===== config.mk =====
export PLATFORM = sky130hd
export DESIGN_NAME = cap_timer
export DESIGN_NICKNAME = d
export VERILOG_FILES = /design/src/rtl/tc_pkg.sv /design/src/rtl/tc_sync_edge.sv /design/src/rtl/tc_prescaler.sv /design/src/rtl/tc_capture_bank.sv /design/src/rtl/cap_timer.sv
export SDC_FILE = /design/constraint.sdc
export NUM_CORES = 1
export LEC_CHECK = 0
export ABC_AREA = 1
export BUFFER_PORTS_ARGS = -buffer_cell sky130_fd_sc_hd__buf_2
export CORE_MARGIN = 3
export CORE_UTILIZATION = 35
export CTS_BUF_LIST = sky130_fd_sc_hd__clkbuf_4 sky130_fd_sc_hd__clkbuf_8
export DETAILED_ROUTE_END_ITERATION = 8
export PLACE_DENSITY_LB_ADDON = 0.08
export SLEW_MARGIN = 20
export SYNTH_ARGS = -nofsm -noshare
export SYNTH_HDL_FRONTEND = slang
export SYNTH_SLANG_ARGS = --single-unit

===== constraint.sdc =====
create_clock -name clk -period 2.3 [get_ports clk]
set_input_delay 0.46 -clock clk [delete_from_list [all_inputs] [get_ports clk]]
set_output_delay 0.46 -clock clk [all_outputs]
set_load 0.02 [all_outputs]

===== src/rtl/tc_pkg.sv =====
package tc_pkg;
  typedef enum logic [1:0] {
    MODE_DUAL     = 2'd0,
    MODE_TMR_EVT  = 2'd1,
    MODE_WIDE_TMR = 2'd2,
    MODE_WIDE_EVT = 2'd3
  } tc_mode_e;

  localparam int unsigned ADDR_W = 4;
  localparam int unsigned FLAG_W = 6;
  localparam int unsigned NCAP   = 4;

  localparam logic [ADDR_W-1:0] A_MODE    = 4'd0;
  localparam logic [ADDR_W-1:0] A_PRE_LO  = 4'd1;
  localparam logic [ADDR_W-1:0] A_PRE_HI  = 4'd2;
  localparam logic [ADDR_W-1:0] A_MAT_LO  = 4'd3;
  localparam logic [ADDR_W-1:0] A_MAT_HI  = 4'd4;
  localparam logic [ADDR_W-1:0] A_FLAGS   = 4'd5;
  localparam logic [ADDR_W-1:0] A_CNT_LO  = 4'd6;
  localparam logic [ADDR_W-1:0] A_CNT_HI  = 4'd7;
  localparam logic [ADDR_W-1:0] A_CAP_LO0 = 4'd8;
  localparam logic [ADDR_W-1:0] A_CAP_HI0 = 4'd9;
  localparam logic [ADDR_W-1:0] A_CAP_LO1 = 4'd10;
  localparam logic [ADDR_W-1:0] A_CAP_HI1 = 4'd11;
endpackage


===== src/rtl/tc_sync_edge.sv =====
module tc_sync_edge #(
  parameter int unsigned N = 5
) (
  input  logic         clk,
  input  logic         rst_n,
  input  logic [N-1:0] async_in,
  output logic [N-1:0] rise
);
  logic [N-1:0] meta_q, sync_q, prev_q;

  always_ff @(posedge clk or negedge rst_n) begin
    if (!rst_n) begin
      meta_q <= '0;
      sync_q <= '0;
      prev_q <= '0;
    end else begin
      meta_q <= async_in;
      sync_q <= meta_q;
      prev_q <= sync_q;
    end
  end

  assign rise = sync_q & ~prev_q;
endmodule


===== src/rtl/tc_prescaler.sv =====
module tc_prescaler #(
  parameter int unsigned PW = 8
) (
  input  logic          clk,
  input  logic          rst_n,
  input  logic          restart,
  input  logic [PW-1:0] period,
  output logic          tick
);
  logic [PW-1:0] div_q;

  assign tick = (div_q >= period);

  always_ff @(posedge clk or negedge rst_n) begin
    if (!rst_n)       div_q <= '0;
    else if (restart) div_q <= '0;
    else if (tick)    div_q <= '0;
    else              div_q <= div_q + PW'(1);
  end
endmodule


===== src/rtl/tc_capture_bank.sv =====
module tc_capture_bank
  import tc_pkg::*;
#(
  parameter int unsigned HW = 8
) (
  input  logic                     clk,
  input  logic                     rst_n,
  input  logic                     wide,
  input  logic [NCAP-1:0]          strobe,
  input  logic [HW-1:0]            cnt_lo,
  input  logic [HW-1:0]            cnt_hi,
  output logic [NCAP-1:0][HW-1:0]  cap_q,
  output logic [NCAP-1:0]          hit
);
  for (genvar j = 0; j < 2; j++) begin : g_slot
    logic [HW-1:0] lo_r, hi_r;
    logic          take_hi;

    assign take_hi = wide ? strobe[j] : strobe[2+j];

    always_ff @(posedge clk or negedge rst_n) begin
      if (!rst_n) begin
        lo_r <= '0;
        hi_r <= '0;
      end else begin
        if (strobe[j]) lo_r <= cnt_lo;
        if (take_hi)   hi_r <= cnt_hi;
      end
    end

    assign cap_q[2*j]   = lo_r;
    assign cap_q[2*j+1] = hi_r;
  end

  assign hit = wide ? {2'b00, strobe[1:0]} : strobe;
endmodule


===== src/rtl/cap_timer.sv =====
module cap_timer
  import tc_pkg::*;
#(
  parameter int unsigned HW = 8,
  parameter int unsigned PW = 8
) (
  input  logic              clk,
  input  logic              rst_n,
  input  logic              wr_en,
  input  logic [ADDR_W-1:0] addr,
  input  logic [HW-1:0]     wr_data,
  output logic [HW-1:0]     rd_data,
  input  logic              evt_in,
  input  logic [NCAP-1:0]   cap_in,
  output logic              irq_lo,
  output logic              irq_hi
);
  localparam int unsigned W2 = 2 * HW;

  tc_mode_e            mode_q;
  logic [1:0][PW-1:0]  pre_q;
  logic [HW-1:0]       match_lo_q, match_hi_q;
  logic [HW-1:0]       cnt_lo_q, cnt_hi_q;
  logic [FLAG_W-1:0]   flags_q;

  logic                mode_wr;
  logic [1:0]          pre_tick;
  logic [NCAP:0]       pls;
  logic                evt_pls;
  logic [NCAP-1:0]     cap_pls;
  logic [NCAP-1:0][HW-1:0] cap_q;
  logic [NCAP-1:0]     cap_hit;

  assign mode_wr = wr_en && (addr == A_MODE);

  tc_sync_edge #(.N(NCAP+1)) u_sync (
    .clk      (clk),
    .rst_n    (rst_n),
    .async_in ({cap_in, evt_in}),
    .rise     (pls)
  );
  assign evt_pls = pls[0];
  assign cap_pls = pls[NCAP:1];

  for (genvar h = 0; h < 2; h++) begin : g_pre
    tc_prescaler #(.PW(PW)) u_pre (
      .clk     (clk),
      .rst_n   (rst_n),
      .restart (mode_wr),
      .period  (pre_q[h]),
      .tick    (pre_tick[h])
    );
  end

  // Count sources per mode
  logic          wide;
  logic          lo_inc, hi_inc, w_inc;
  logic [W2-1:0] cnt16, match16;
  logic          lo_at, hi_at, w_at;
  logic          set_lo, set_hi;

  assign wide    = mode_q[1];
  assign lo_inc  = !wide && pre_tick[0];
  assign hi_inc  = !wide && ((mode_q == MODE_DUAL) ? pre_tick[1] : evt_pls);
  assign w_inc   = wide && ((mode_q == MODE_WIDE_TMR) ? pre_tick[0] : evt_pls);
  assign cnt16   = {cnt_hi_q, cnt_lo_q};
  assign match16 = {match_hi_q, match_lo_q};
  assign lo_at   = (cnt_lo_q == match_lo_q);
  assign hi_at   = (cnt_hi_q == match_hi_q);
  assign w_at    = (cnt16 == match16);
  assign set_lo  = !mode_wr && ((lo_inc && lo_at) || (w_inc && w_at));
  assign set_hi  = !mode_wr && hi_inc && hi_at;

  always_ff @(posedge clk or negedge rst_n) begin
    if (!rst_n) begin
      cnt_lo_q <= '0;
      cnt_hi_q <= '0;
    end else if (mode_wr) begin
      cnt_lo_q <= '0;
      cnt_hi_q <= '0;
    end else if (wide) begin
      if (w_inc) {cnt_hi_q, cnt_lo_q} <= w_at ? '0 : cnt16 + W2'(1);
    end else begin
      if (lo_inc) cnt_lo_q <= lo_at ? '0 : cnt_lo_q + HW'(1);
      if (hi_inc) cnt_hi_q <= hi_at ? '0 : cnt_hi_q + HW'(1);
    end
  end

  tc_capture_bank #(.HW(HW)) u_cap (
    .clk    (clk),
    .rst_n  (rst_n),
    .wide   (wide),
    .strobe (cap_pls),
    .cnt_lo (cnt_lo_q),
    .cnt_hi (cnt_hi_q),
    .cap_q  (cap_q),
    .hit    (cap_hit)
  );

  // Sticky flags, set wins over clear
  logic [FLAG_W-1:0] flag_set, flag_clr;
  assign flag_set = {cap_hit, set_hi, set_lo};
  assign flag_clr = (wr_en && addr == A_FLAGS) ? wr_data[FLAG_W-1:0] : '0;

  always_ff @(posedge clk or negedge rst_n) begin
    if (!rst_n) flags_q <= '0;
    else        flags_q <= (flags_q & ~flag_clr) | flag_set;
  end

  // Configuration registers
  always_ff @(posedge clk or negedge rst_n) begin
    if (!rst_n) begin
      mode_q     <= MODE_DUAL;
      pre_q      <= '0;
      match_lo_q <= '1;
      match_hi_q <= '1;
    end else if (wr_en) begin
      unique case (addr)
        A_MODE:   mode_q     <= tc_mode_e'(wr_data[1:0]);
        A_PRE_LO: pre_q[0]   <= wr_data[PW-1:0];
        A_PRE_HI: pre_q[1]   <= wr_data[PW-1:0];
        A_MAT_LO: match_lo_q <= wr_data;
        A_MAT_HI: match_hi_q <= wr_data;
        default:  ;
      endcase
    end
  end

  always_comb begin
    unique case (addr)
      A_MODE:    rd_data = HW'(mode_q);
      A_PRE_LO:  rd_data = HW'(pre_q[0]);
      A_PRE_HI:  rd_data = HW'(pre_q[1]);
      A_MAT_LO:  rd_data = match_lo_q;
      A_MAT_HI:  rd_data = match_hi_q;
      A_FLAGS:   rd_data = HW'(flags_q);
      A_CNT_LO:  rd_data = cnt_lo_q;
      A_CNT_HI:  rd_data = cnt_hi_q;
      A_CAP_LO0: rd_data = cap_q[0];
      A_CAP_HI0: rd_data = cap_q[1];
      A_CAP_LO1: rd_data = cap_q[2];
      A_CAP_HI1: rd_data = cap_q[3];
      default:   rd_data = '0;
    endcase
  end

  assign irq_lo = flags_q[0];
  assign irq_hi = flags_q[1];
endmodule


Word-level counts from Yosys, hierarchy flattened

Index checks and enable logic that the tools add are counted.

Flip-flop bits (word level): 119
Bits of input ports: 20
Output and inout port bits: 10

$add $sub $neg: 5
$lt $le $gt $ge: 2
Equality and inequality tests: 16
Mux-type cells: 22
Bitwise logic cells: 5
Reduce and logical (&&, ||, !) cells: 24

Operators with widths:

| cell                                                                  | number |
|---|---|
| 8-bit 2-to-1 mux                                                      | 14 |
| 8-bit case mux with 12 select lines                                   | 1 |
| 8-bit by 1-bit adder with 8-bit output, second input constant         | 4 |
| 16-bit by 1-bit adder with 16-bit output, second input constant       | 1 |
| 16-bit equality test                                                  | 1 |
| 4-bit by 3-bit equality test with 1-bit output, second input constant | 4 |
| 4-bit equality test, second input constant                            | 4 |
| 8-bit equality test                                                   | 2 |
| 8-bit >= comparator                                                   | 2 |
| 16-bit 2-to-1 mux                                                     | 1 |
| 2-bit AND reduction                                                   | 7 |
| 1-bit logical AND                                                     | 10 |
| 4-bit by 2-bit equality test with 1-bit output, second input constant | 2 |
| 6-bit bitwise AND                                                     | 1 |
| 6-bit 2-to-1 mux                                                      | 1 |
| 6-bit inverter                                                        | 1 |
| 6-bit OR                                                              | 1 |
| 3-bit nonzero test                                                    | 2 |
| 5-bit bitwise AND                                                     | 1 |
| 5-bit inverter                                                        | 1 |
| 4-bit by 1-bit equality test with 1-bit output, second input constant | 1 |
| 4-bit zero test                                                       | 1 |
| 1-bit 2-to-1 mux                                                      | 4 |
| 4-bit 2-to-1 mux                                                      | 1 |
| other kinds (5)                                                       | 6 |

Longest topological paths before layout

Depth after elaboration: 8
Mapped depth: 15

Cells and area by module

A second synthesis with hierarchy kept.

Cells, all modules: 907
Area, all modules: 6,867.8 µm²

By module, submodules not included:

| module          | times used | cells an instance | area each (µm²) | seq. area each (µm²) |
|---|---|---|---|---|
| cap_timer       | 1          | 573               | 3,891.2         | 1,421.4 |
| tc_capture_bank | 1          | 143               | 1,327.5         | 800.8 |
| tc_prescaler    | 2          | 83                | 611.8           | 200.2 |
| tc_sync_edge    | 1          | 25                | 425.4           | 375.4 |

Worst setup path after synthesis

No wires, ideal clock.

Kind: input -> output
Start: input port addr[3]
End: output port rd_data[4]
Arrival time: 1,333 ps
Required time: 1,840 ps
Setup slack: 507 ps
Stages on the path: 6
Cells stage by stage: inv_1 nor2_2 buf_2 nand3_1 o2111a_1 nand3_1

Cells in the longest elaborated chain, start to end: 2
Elaborated cells on any way between the ends: 13
Those cells by class: eq/ne (11); mux (1); reduce/logical (1)

Ends and longest elaborated chain:

| item                                              | line             | RTL |
|---|---|---|
| start, declared                                   | cap_timer.sv:10  | `input logic [ADDR_W-1:0] addr,` |
| 4-bit equality test, or another cell as far along | cap_timer.sv:130 | `unique case (addr)` |
| 8-bit case mux with 12 select lines (*)           | cap_timer.sv:130 |  |
| end, declared                                     | cap_timer.sv:12  | `output logic [HW-1:0] rd_data,` |

Mark *: on every way between the ends. The rest lies on a longest branch, timed or not.

Worst setup path in the final report

Start: input port addr[3]
End: output port rd_data[5]

The elaborated chain is that of the path after synthesis.

==> impl_metrics.py <==
metrics = {
    "status": {
        "status": "complete, no violations",
    },
    "clock_network": {
        "ctsHtreeMaxLevel": 4,
        "clk_latency_ns": 0.44,
        "cts_root_buf": "clkbuf_8",
        "path_clk_slew_ns": 0.07,
        "cts.sinks": 119,
        "cts_tree": "yes",
        "clockBufferDepth": 2,
        "cts_buffers": 17,
    },
    "synthesis": {
        "yosys.area.top_type": "dfrtp_1",
        "synthFlopType": "dfrtp_1",
        "synth.distinct_cells": 38,
        "synth_commonest_cells": "215 x nand2_1, 103 x dfrtp_1, 97 x inv_1",
        "netlist_area_mm2": 0.006277,
        "syn-instance-count": 777,
        "synth_area_per_cell_um2": 8.079,
        "yosysSeqAreaShare": 0.4776,
        "synth_nets": 817,
        "yosysWarnings": 0,
        "synth_top_area_share": 0.4106,
        "synthTopCellsByArea": "dfrtp_1 41%, nand2_1 13%, o21ai_0 7.4%",
        "synth_edf_count": 0,
        "ys_seq_elements": 119,
        "synth_most_common_cell": "nand2_1",
        "ys_async_sr_fraction": 1.000,
    },
    "power_and_ir_drop": {
        "leakage_nw": 3.567,
        "power_mw": 7.496,
        "p_per_area_mw_per_mm2": 1029,
        "ir_drop_v": 0.0004483,
    },
    "cells_and_area": {
        "layoutNonFillerInstCount": 1066,
        "final_nets": 869,
        "antenna_cells": 0,
        "final_area_mm2": 0.007287,
        "drive_gt1_frac": 0.1748,
        "syn2layout_area_growth_pct": 16.09,
    },
    "routing": {
        "initialDrtViolationCount": 305,
        "drt_wl_total_um": 18250,
        "dr_wl_met2_um": 7719,
        "ant_nets": 0,
        "wl_met1_um": 9126,
        "vias": 5336,
        "wl_met3_um": 900,
        "routed.top_layer": "met5",
        "avgViaCountPerCell": 5.006,
        "first_pass_iters": 6,
        "wl_per_cell_um": 17.12,
        "drc": 0,
    },
    "critical_path": {
        "startpoint_type": "input port",
        "worstSetupPathType": "input port to output pin",
        "cp.arrival_ns": 1.81,
        "crit_path_end_kind": "output pin",
        "critical_path.max_fanout": 11,
        "required_ns": 1.84,
    },
    "place": {
        "hpwl_um": 13990,
        "dpl_cell_area_mm2": 0.006785,
        "port_buffers": 29,
        "pre_cts_slack_ns": 0.03201,
        "globalplace.congestion": 0.8970,
        "dp_cells": 1033,
    },
    "sta": {
        "worst_slack_ns": 0.03090,
        "slew_headroom": 0.6008,
        "finalCritPeriodShare": 0.9866,
        "period_needed_ns": 2.269,
        "finalClockSkew_ns": 0.008717,
        "worst_pin_slew_ns": 0.5987,
        "rsz0062_at_grt": "true",
        "final-hold-violation-count": 0,
        "timing.fmax_mhz": 440.7,
        "drv_slew": 0,
        "setup_viol": 0,
    },
    "global_route": {
        "grt_pass1_vias": 5063,
        "grt_pass1_wl_um": 28870,
        "track_usage": 0.1933,
        "antenna_found_initial": 1,
        "grt-ovfl-total": 0,
        "grt_start_max_net_pins": 60,
    },
    "min_path": {
        "min_path_type": "input port to flop",
    },
    "floorplan": {
        "start_util": 0.3604,
        "core-area_mm2": 0.01742,
        "row_count": 48,
        "die-area_mm2": 0.01958,
        "die_w_um": 139.9,
        "ios": 30,
        "chipHeight_um": 139.9,
    },
    "flow_run": {
        "maxCapViolations": 0,
    },
}
## logic make-up (layout without fill, tap and decap cells)
| logic type | Yosys count | count (layout) | synth area share |
|---|---|---|---|
| adder cells (fa/ha/maj) | 20 | 20 | 0.03986 |
| AO/OA/AOI/OAI | 146 | 146 | 0.1326 |
| flip-flops | 119 | 119 | 0.4776 |
| AND/OR/NAND/NOR | 340 | 340 | 0.2320 |
| buffers and inverters | 122 | 186 | 0.07614 |
| XOR/XNOR | 30 | 30 | 0.04186 |
## path summary, 6_finish.rpt
kind	from	endpoint	slack, ns	depth (start not counted)
worst max-delay path	addr[3]	rd_data[5]	0.03	9
worst min-delay path	cap_in[0]	u_sync.meta_q[1]	0.12	1
worst max register to register	pre_q[5]	cnt_hi_q[6]	0.23	10
worst min register to register	u_sync.meta_q[0]	u_sync.sync_q[0]	0.35	0
max in group asynchronous	rst_n	cnt_hi_q[3]	1.03	3
min in group asynchronous	rst_n	g_pre[0].u_pre.div_q[5]	0.52	2
## flip-flops by register name, summed over array words and instances, names as in the netlist
register	count
cnt_hi_q	8
mode_q	2
cnt_lo_q	8
match_hi_q	8
pre_q	16
match_lo_q	8
u_cap.g_slot.lo_r	16
u_sync.prev_q	5
u_sync.sync_q	5
flags_q	6
u_sync.meta_q	5
u_cap.g_slot.hi_r	16
g_pre.u_pre.div_q	16
## power by group
| group | leakage (nW) | switching [mW] | total (mW) | internal [mW] |
|---|---|---|---|---|
| Sequential | 1.47 | 0.553 | 3.21 | 2.66 |
| Clock | 0.198 | 0.826 | 1.84 | 1.01 |
| Combinational | 1.90 | 1.53 | 2.45 | 0.914 |
## layout by cell type (no fill, tap or decap), drive strengths merged
master,n
nand2,222
dfrtp,103
inv,102
o21ai,99
nor2,54
buf,51
nand3,46
clkbuf,24
ha,20
dfstp,16
xor2,15
xnor2,15
o22ai,13
a21oi,12
a221oi,9
a311oi,7
nand4,6
nand3b,5
clkinv,5
nor3,3
a21o,2
nor3b,2
clkinvlp,2
o2111a,1
o21bai,1
a31oi,1
nor4,1
o21a,1
or2,1
bufinv,1
dlygate4sd3,1
## metal layers
layer	track usage	up-vias
met4	0.07598	2
li1	-	2641
met5	0	-
met3	0.04575	34
met2	0.2710	129
met1	0.2877	2530
## area by class of cell
| type | instances | area, um2 |
|---|---|---|
| clock inverters | 7 | 68.82 |
| fillers | 1794 | 10130 |
| well taps | 225 | 281.5 |
| inverters | 103 | 386.6 |
| repair buffers | 52 | 341.6 |
| flip-flops and latches | 119 | 3003 |
| clock buffers | 24 | 317.8 |
| multi-input cells | 536 | 2888 |
## critical path, cell delays in order
cell      delay, ns
buf_2          0.13
inv_1          0.09
nor2_4         0.06
buf_4          0.18
nand3_1        0.08
o21ai_0        0.08
a311oi_1       0.33
nand3_1        0.20
buf_2          0.20
## what timing repair did
item | CTS | global route
endpoints found under the hold margin | 34 | 0
setup endpoints to repair | 2 | 20
hold buffers | 1 | 0
gates resized for setup | 5 | 27
pin swaps | 0 | 5
setup buffers | 0 | 1
## stage by stage
step	hold slack (ns)	util	TNS, ns
final	0.1177	0.4184	0
after global routing	0.08472	0.4184	-0.02865
after CTS	0.08661	0.4136	0
after detailed placement	0.3364	0.3896	0
after global placement	0.3370	0.3896	0
after floorplan	0.1644	-	0
Power figures use the tool's default switching activity.
